<file path="config.mk">
export PLATFORM = sky130hd
export DESIGN_NAME = hall_dir_detect
export DESIGN_NICKNAME = d
export VERILOG_FILES = /design/src/rtl/hsd_pkg.sv /design/src/rtl/hsd_decode.sv /design/src/rtl/hsd_step_cmp.sv /design/src/rtl/hall_dir_detect.sv
export SDC_FILE = /design/constraint.sdc
export NUM_CORES = 1
export LEC_CHECK = 0
export ABC_CLOCK_PERIOD_IN_PS = 5200
export BUFFER_PORTS_ARGS = -buffer_cell sky130_fd_sc_hd__buf_2
export CAP_MARGIN = 20
export CORE_AREA = 5 5 42 44
export DETAILED_ROUTE_END_ITERATION = 10
export DIE_AREA = 0 0 47 49
export PLACE_DENSITY = 0.53
export SLEW_MARGIN = 20
export SYNTH_ARGS = -nofsm -noshare
export SYNTH_HDL_FRONTEND = slang
export SYNTH_HIERARCHICAL = 1
export SYNTH_SLANG_ARGS = --single-unit
export TNS_END_PERCENT = 10
</file>
<file path="constraint.sdc">
create_clock -name clk -period 5.2 [get_ports clk]
set_input_delay 0.26 -clock clk [delete_from_list [all_inputs] [get_ports clk]]
set_output_delay 0.26 -clock clk [all_outputs]
set_load 0.02 [all_outputs]
</file>
<file path="src/rtl/hsd_pkg.sv">
package hsd_pkg;
  localparam int HSD_STATES = 6;
  localparam int HSD_CODE_W = 3;

  typedef logic [HSD_CODE_W-1:0] hall_t;

  // Position of a code inside the forward cycle; 7 marks an unusable code
  function automatic logic [2:0] hsd_pos(hall_t c);
    case (c)
      3'b101:  return 3'd0;
      3'b001:  return 3'd1;
      3'b011:  return 3'd2;
      3'b010:  return 3'd3;
      3'b110:  return 3'd4;
      3'b100:  return 3'd5;
      default: return 3'd7;
    endcase
  endfunction

  function automatic logic hsd_ok(hall_t c);
    return (c != 3'b000) && (c != 3'b111);
  endfunction
endpackage

</file>
<file path="src/rtl/hsd_decode.sv">
module hsd_decode
  import hsd_pkg::*;
#(
  parameter int IDX_W = 3
) (
  input  hall_t            code,
  output logic [IDX_W-1:0] idx,
  output logic             ok
);
  logic [2:0] pos;

  always_comb begin
    pos = hsd_pos(code);
    ok  = hsd_ok(code);
    idx = ok ? IDX_W'(pos) : '0;
  end
endmodule

</file>
<file path="src/rtl/hsd_step_cmp.sv">
module hsd_step_cmp #(
  parameter int N_POS = 6,
  parameter int IDX_W = 3
) (
  input  logic [IDX_W-1:0] old_idx,
  input  logic             old_ok,
  input  logic [IDX_W-1:0] new_idx,
  input  logic             new_ok,
  output logic             fwd,
  output logic             rev
);
  localparam logic [IDX_W-1:0] LAST = IDX_W'(N_POS - 1);

  logic [IDX_W-1:0] succ_idx;
  logic [IDX_W-1:0] pred_idx;

  always_comb begin
    succ_idx = (old_idx == LAST) ? '0 : old_idx + 1'b1;
    pred_idx = (old_idx == '0) ? LAST : old_idx - 1'b1;
    fwd = old_ok && new_ok && (new_idx == succ_idx);
    rev = old_ok && new_ok && (new_idx == pred_idx);
  end
endmodule

</file>
<file path="src/rtl/hall_dir_detect.sv">
module hall_dir_detect
  import hsd_pkg::*;
#(
  parameter bit FLAG_EN = 1'b1
) (
  input  logic       clk,
  input  logic       rst_n,
  input  logic [2:0] hall_abc,
  output logic       dir_fwd,
  output logic       step_err
);
  localparam int IDX_W = $clog2(HSD_STATES);

  hall_t            last_code;
  logic             seen;
  logic             dir_q;
  logic [IDX_W-1:0] cur_idx, old_idx;
  logic             cur_ok, old_ok;
  logic             is_fwd, is_rev;
  logic             changed;
  logic             reject;

  hsd_decode #(.IDX_W(IDX_W)) u_dec_cur (
    .code(hall_abc), .idx(cur_idx), .ok(cur_ok)
  );

  hsd_decode #(.IDX_W(IDX_W)) u_dec_old (
    .code(last_code), .idx(old_idx), .ok(old_ok)
  );

  hsd_step_cmp #(.N_POS(HSD_STATES), .IDX_W(IDX_W)) u_cmp (
    .old_idx(old_idx), .old_ok(old_ok),
    .new_idx(cur_idx), .new_ok(cur_ok),
    .fwd(is_fwd), .rev(is_rev)
  );

  always_comb begin
    changed = (hall_abc != last_code);
    reject  = seen && changed && !(is_fwd || is_rev);
  end

  always_ff @(posedge clk) begin
    if (!rst_n) begin
      last_code <= '0;
      seen      <= 1'b0;
      dir_q     <= 1'b0;
    end else begin
      last_code <= hall_abc;
      if (!seen && cur_ok) seen <= 1'b1;
      if (seen && changed && is_fwd)      dir_q <= 1'b1;
      else if (seen && changed && is_rev) dir_q <= 1'b0;
    end
  end

  assign dir_fwd = dir_q;

  generate
    if (FLAG_EN) begin : g_flag
      logic err_q;
      always_ff @(posedge clk) begin
        if (!rst_n) err_q <= 1'b0;
        else        err_q <= reject;
      end
      assign step_err = err_q;
    end else begin : g_noflag
      assign step_err = 1'b0;
    end
  endgenerate
endmodule

</file>
==> results.yml, run 1 <==
run_status:
  outcome: "completed"
floorplan:
  fp.dieW_um: 47
  start_util: 0.350
  row_count: 14
  io_pins: 7
  die_y_um: 49
  core_area_um2: 1400
  dieArea_um2: 2300
final_layout:
  n_antenna_cell: 0
  finalNetCount: 69
  area_growth_pct: 11.5
  nFillCells: 155
  layout-drive-gt1-share: 0.274
  final_cell_area_um2: 547
  finalNonFillerCells: 78
route:
  route.layer.met1.wl_um: 425
  wire_per_inst_um: 11.6
  postRouteAntennaNets: 0
  dr.pass1.iters: 2
  wl_met2_um: 408
  routed_wl_um: 906
  top_layer: "met4"
  via_per_inst: 5.54
  met3_wirelength_um: 59
  drc: 0
  drt_iter0_markers: 3
  vias: 432
critical_path:
  cp_cell_sequence: "xor2_1, o21a_1, nor4b_1, a2111oi_1, a211oi_1, o311ai_1, o2bb2ai_1"
  crit_fanout: 9
  crit_buf_inv: 0
  arrival_ns: 2.20
  critical_path_required_ns: 5.33
  cp_top_family: "compound AO/OA/AOI/OAI gates"
  critical_path_class: "reg2reg"
  setup.worst_path.start_class: "register"
  slowest_stage: "a211oi_1"
  critical_path.endpoint_type: "register"
  crit_path_max_incr_delay_ns: 0.38
timing:
  finClkSkew_ns: 0.00717
  rsz0062_at_grt: "false"
  relSlewSlack: 0.694
  tns_ns: 0
  whs_ns: 0.299
  hold_violations: 0
  setup_viol: 0
  min_period_ns: 2.07
  post-route-period-util: 0.397
  max_freq_mhz: 484
  slew_viol_final: 0
  tightest_slew_ns: 0.458
  worst_slack_ns: 3.13
clocking:
  cts_tree: "done"
  numCtsBuffers: 3
  cts_hold_buf: 0
  cts_buffer_depth: 2
  cts_sinks: 6
  h-tree-depth: 1
  clockRootBuffer: "clkbuf_4"
  postCtsSetupRepairBufs: 0
  ctsResizeCount: 0
  cts.clk_slew.worst_paths_ns: 0.05
  insertion_delay_ns: 0.25
min_path:
  hp-class: "in2reg"
global_routing:
  grt_usage: 0.0908
  overflow: 0
  antenna_found_initial: 0
  grt_pass1_vias: 399
  grt_max_degree: 11
  grt_pass1_wl_um: 1500
placement:
  port_buffers: 6
  placed_cell_area_um2: 524
  dp_cells: 75
  place.gp.congestion: 0.671
  pre_cts_ws_ns: 3.13
  hpwl_um: 674
synthesis:
  ys_types: 28
  ys_warn_count: 6
  avgSynthCellArea_um2: 8.92
  synthArstFlopShare: 0
  synth_nets: 60
  synthFlopType: "dfxtp_1"
  syn-cell-area_um2: 490
  synth_edf_count: 0
  synth_seq_cells: 6
  syn_inst: 55
  yosysSeqAreaShare: 0.245
pwr:
  powerDensity_nw_per_um2: 237
  peakVddDrop_uv: 172
  power.leakage_uw: 0.000209
flow_run:
  maxCapViolCount: 0
==> cell type report <==
class                           count  area [um^2]  area share
Tap cell                           16         20.0      0.0366
Sequential cell                     6          120       0.220
Multi-Input combinational cell     47          354       0.648
Timing Repair Buffer                6         30.0      0.0549
Clock buffer                        3         22.5      0.0412
==> layer usage <==
layer  up-vias  GRT usage
li1        222          -
met1       199     0.0989
met2         9      0.136
met3         2     0.0554
met4         0     0.0415
met5         -          0
==> state kept, by name, summed over array words and instances, names as in the netlist <==
register	count
dir_fwd	1
last_code	3
step_err	1
seen	1
==> synthesized netlist by cell type (2+ instances only) <==
cell      n  area, um^2
nor4b_1   3        26.3
xnor2_1   2        17.5
dfxtp_1   6         120
and3_2    2        15.0
xor2_1    6        52.6
nor2b_1   3        18.8
o21ai_0   3        15.0
a211oi_1  2        15.0
and2_1    3        18.8
nor3_1    2        10.0
nor2_1    2        7.51
o21a_1    3        22.5
and2b_2   2        17.5
o31ai_1   2        15.0
==> final timing paths <==
| path | startpoint | endpoint | slack, ns | cells after the start |
|---|---|---|---|---|
| max | last_code[0]$_SDFF_PN0_ | dir_fwd$_SDFFE_PN0P_ | 3.13 | 7 |
| min | rst_n | seen$_SDFFE_PN0P_ | 0.30 | 2 |
| max reg2reg | last_code[0]$_SDFF_PN0_ | dir_fwd$_SDFFE_PN0P_ | 3.13 | 7 |
| min reg2reg | seen$_SDFFE_PN0P_ | seen$_SDFFE_PN0P_ | 0.50 | 1 |
==> through the flow <==
stage               power (uW)   util
detailed placement        87.4  0.374
floorplan                 80.4      -
global placement          87.0  0.374
CTS                        131  0.390
finish                     130  0.390
global route               139  0.390
==> cells in the final DEF (no fill, tap or decap) <==
| cell type | netlist | final |
|---|---|---|
| o2bb2ai_1 | 1 | 1 |
| nand3_1 | 1 | 1 |
| dfxtp_1 | 6 | 6 |
| o311ai_1 | 1 | 1 |
| nor3b_1 | 1 | 1 |
| and2_1 | 3 | 3 |
| and3b_2 | 1 | 1 |
| and2b_2 | 2 | 2 |
| xor2_1 | 6 | 6 |
| clkbuf_4 | 0 | 3 |
| nor2b_1 | 3 | 3 |
| nor4b_2 | 1 | 1 |
| nor3_1 | 2 | 2 |
| a2111oi_1 | 1 | 1 |
| nand2_1 | 1 | 1 |
| o21a_1 | 3 | 3 |
| and4bb_2 | 1 | 1 |
| a311oi_1 | 1 | 1 |
| and2_2 | 1 | 1 |
| nor4b_1 | 3 | 3 |
| and3_2 | 2 | 2 |
| o31ai_1 | 2 | 2 |
| a211oi_1 | 2 | 2 |
| xnor2_1 | 2 | 2 |
| o21ai_0 | 3 | 3 |
| buf_2 | 1 | 6 |
| nor2_1 | 2 | 2 |
| a21oi_1 | 1 | 1 |
==> kinds of logic (layout without fill, tap and decap cells) <==
logic type,after synthesis,count (layout),synth area share
AND/OR/NAND/NOR,24,24,0.357
AO/OA/AOI/OAI,15,15,0.222
XOR/XNOR,8,8,0.143
flip-flops,6,6,0.245
buffers and inverters,2,9,0.0332
==> power by group <==
| group | switching (uW) | total, uW | internal (uW) |
|---|---|---|---|
| clock network | 17.0 | 43.2 | 26.1 |
| logic | 19.3 | 34.6 | 15.3 |
| registers | 2.57 | 51.8 | 49.2 |
| total | 38.9 | 130 | 90.6 |
No activity file was read; power rests on OpenSTA's default activity.
==> run 2, diff against run 1 <==
--- a/config.mk
+++ b/config.mk
@@ -5,7 +5,7 @@
 export SDC_FILE = /design/constraint.sdc
 export NUM_CORES = 1
 export LEC_CHECK = 0
-export ABC_CLOCK_PERIOD_IN_PS = 5200
+export ABC_CLOCK_PERIOD_IN_PS = 2100
 export BUFFER_PORTS_ARGS = -buffer_cell sky130_fd_sc_hd__buf_2
 export CAP_MARGIN = 20
 export CORE_AREA = 5 5 42 44
==> constraint.sdc (replaced) <==
create_clock -name clk -period 2.1 [get_ports clk]
set_input_delay 0.105 -clock clk [delete_from_list [all_inputs] [get_ports clk]]
set_output_delay 0.105 -clock clk [all_outputs]
set_load 0.02 [all_outputs]
==> results.yml, run 2 (synthesized netlist as in run 1, its figures left out) <==
final_layout:
  layout-drive-gt1-share: 0.302
  n_antenna_cell: 0
  most-common-layout-cells: "6 x xor2_1, 6 x dfxtp_1, 6 x buf_2"
  top_register: "last_code"
  area_growth_pct: 14.0
  largest_reg_flops: 3
  finalNetCount: 70
  final_cell_area_um2: 559
route:
  drc: 0
  drt_iter0_markers: 0
  routed_wl_um: 930
  met3_wirelength_um: 56
  via_per_inst: 5.54
  route.layer.met1.wl_um: 410
  vias: 438
  postRouteAntennaNets: 0
  wl_met2_um: 464
  dr.pass1.iters: 1
  top_layer: "met3"
  wire_per_inst_um: 11.8
clocking:
  insertion_delay_ns: 0.24
  clockRootBuffer: "clkbuf_4"
  h-tree-depth: 1
  cts_sinks: 6
  cts_buffer_depth: 2
  numCtsBuffers: 3
  cts_tree: "done"
  cts.clk_slew.worst_paths_ns: 0.04
global_routing:
  grt_max_degree: 11
  grt_usage: 0.0970
  overflow: 0
  grt_pass1_vias: 403
  grt_pass1_wl_um: 1610
  antenna_found_initial: 0
floorplan:
  row_count: 14
  die_y_um: 49
  dieArea_um2: 2300
  start_util: 0.350
  fp.dieW_um: 47
  io_pins: 7
  core_area_um2: 1400
pwr:
  combPwrFrac: 0.280
  internal-power_uw: 226
  pwr-share-clk: 0.325
  swShare: 0.300
  seq_power_share: 0.395
  peakVddDrop_uv: 408
  power.leakage_uw: 0.000215
  powerDensity_nw_per_um2: 578
  p_switching_uw: 96.8
critical_path:
  arrival_ns: 2.11
  critical_path.endpoint_type: "register"
  setup.worst_path.start_class: "register"
  critical_path_required_ns: 2.28
  critical_path_class: "reg2reg"
  crit_fanout: 7
timing:
  min_period_ns: 1.94
  max_freq_mhz: 517
  tns_ns: 0
  slew_viol_final: 0
  tightest_slew_ns: 0.490
  rsz0062_at_grt: "false"
  finClkSkew_ns: 0.00189
  post-route-period-util: 0.922
  setup_viol: 0
  relSlewSlack: 0.673
  hold_violations: 0
run_status:
  outcome: "completed"
placement:
  port_buffers: 6
  place.gp.congestion: 0.757
  placed_cell_area_um2: 532
min_path:
  hp-class: "in2reg"
flow_run:
  maxCapViolCount: 0
[run 2: per-stage QoR]
step	util	instances	setup WS, ns	hold WS (ns)	power [uW]
2_1_floorplan	-	55	0.229	0.223	199
3_3_place_gp	0.379	76	0.0883	0.396	218
3_5_place_dp	0.379	76	0.0658	0.403	218
4_1_cts	0.396	79	0.0664	0.140	328
5_1_grt	0.399	79	0.0406	0.151	353
6_report	0.399	79	0.164	0.148	323
[run 2: metal layers]
| metal | vias to the layer above | track usage |
|---|---|---|
| met4 | 0 | 0.0276 |
| met5 | - | 0 |
| met2 | 9 | 0.154 |
| met3 | 0 | 0.0554 |
| met1 | 204 | 0.107 |
| li1 | 225 | - |
[run 2: area by class of cell]
cell class	count	area [um^2]
multi-input cells	47	359
well taps	16	20.0
fillers	156	842
flip-flops and latches	6	120
repair buffers	7	37.5
clock buffers	3	22.5
[run 2: what timing repair did]
| item | in CTS | in global routing |
|---|---|---|
| setup endpoints to repair | 0 | 1 |
| resized for setup | 0 | 1 |
| setup buffers | 0 | 0 |
| hold buffers | 0 | 0 |
[run 2: power by group through the flow]
stage	Clock (uW)	Combinational, uW	Sequential (uW)
2_1_floorplan	0	66.1	133
3_3_place_gp	0	88.5	129
3_5_place_dp	0	88.5	130
4_1_cts	111	88.9	128
5_1_grt	123	101	128
6_report	105	90.4	128
[run 2: worst max-delay path: stages (launching register included)]
cell and delay (ns):
dfxtp_1 0.41, nor2b_1 0.42, xnor2_1 0.19, a2111oi_1 0.50, a211oi_2 0.09, o311ai_1 0.11, o2bb2ai_1 0.14
[run 2: final timing paths]
check / cells after the start / slack (ns) / startpoint / end
worst max register to register: 6 / 0.16 / last_code[1]$_SDFF_PN0_ / dir_fwd$_SDFFE_PN0P_
worst max-delay path: 6 / 0.16 / last_code[1]$_SDFF_PN0_ / dir_fwd$_SDFFE_PN0P_
worst min-delay path: 2 / 0.15 / rst_n / seen$_SDFFE_PN0P_
worst min register to register: 1 / 0.49 / seen$_SDFFE_PN0P_ / seen$_SDFFE_PN0P_
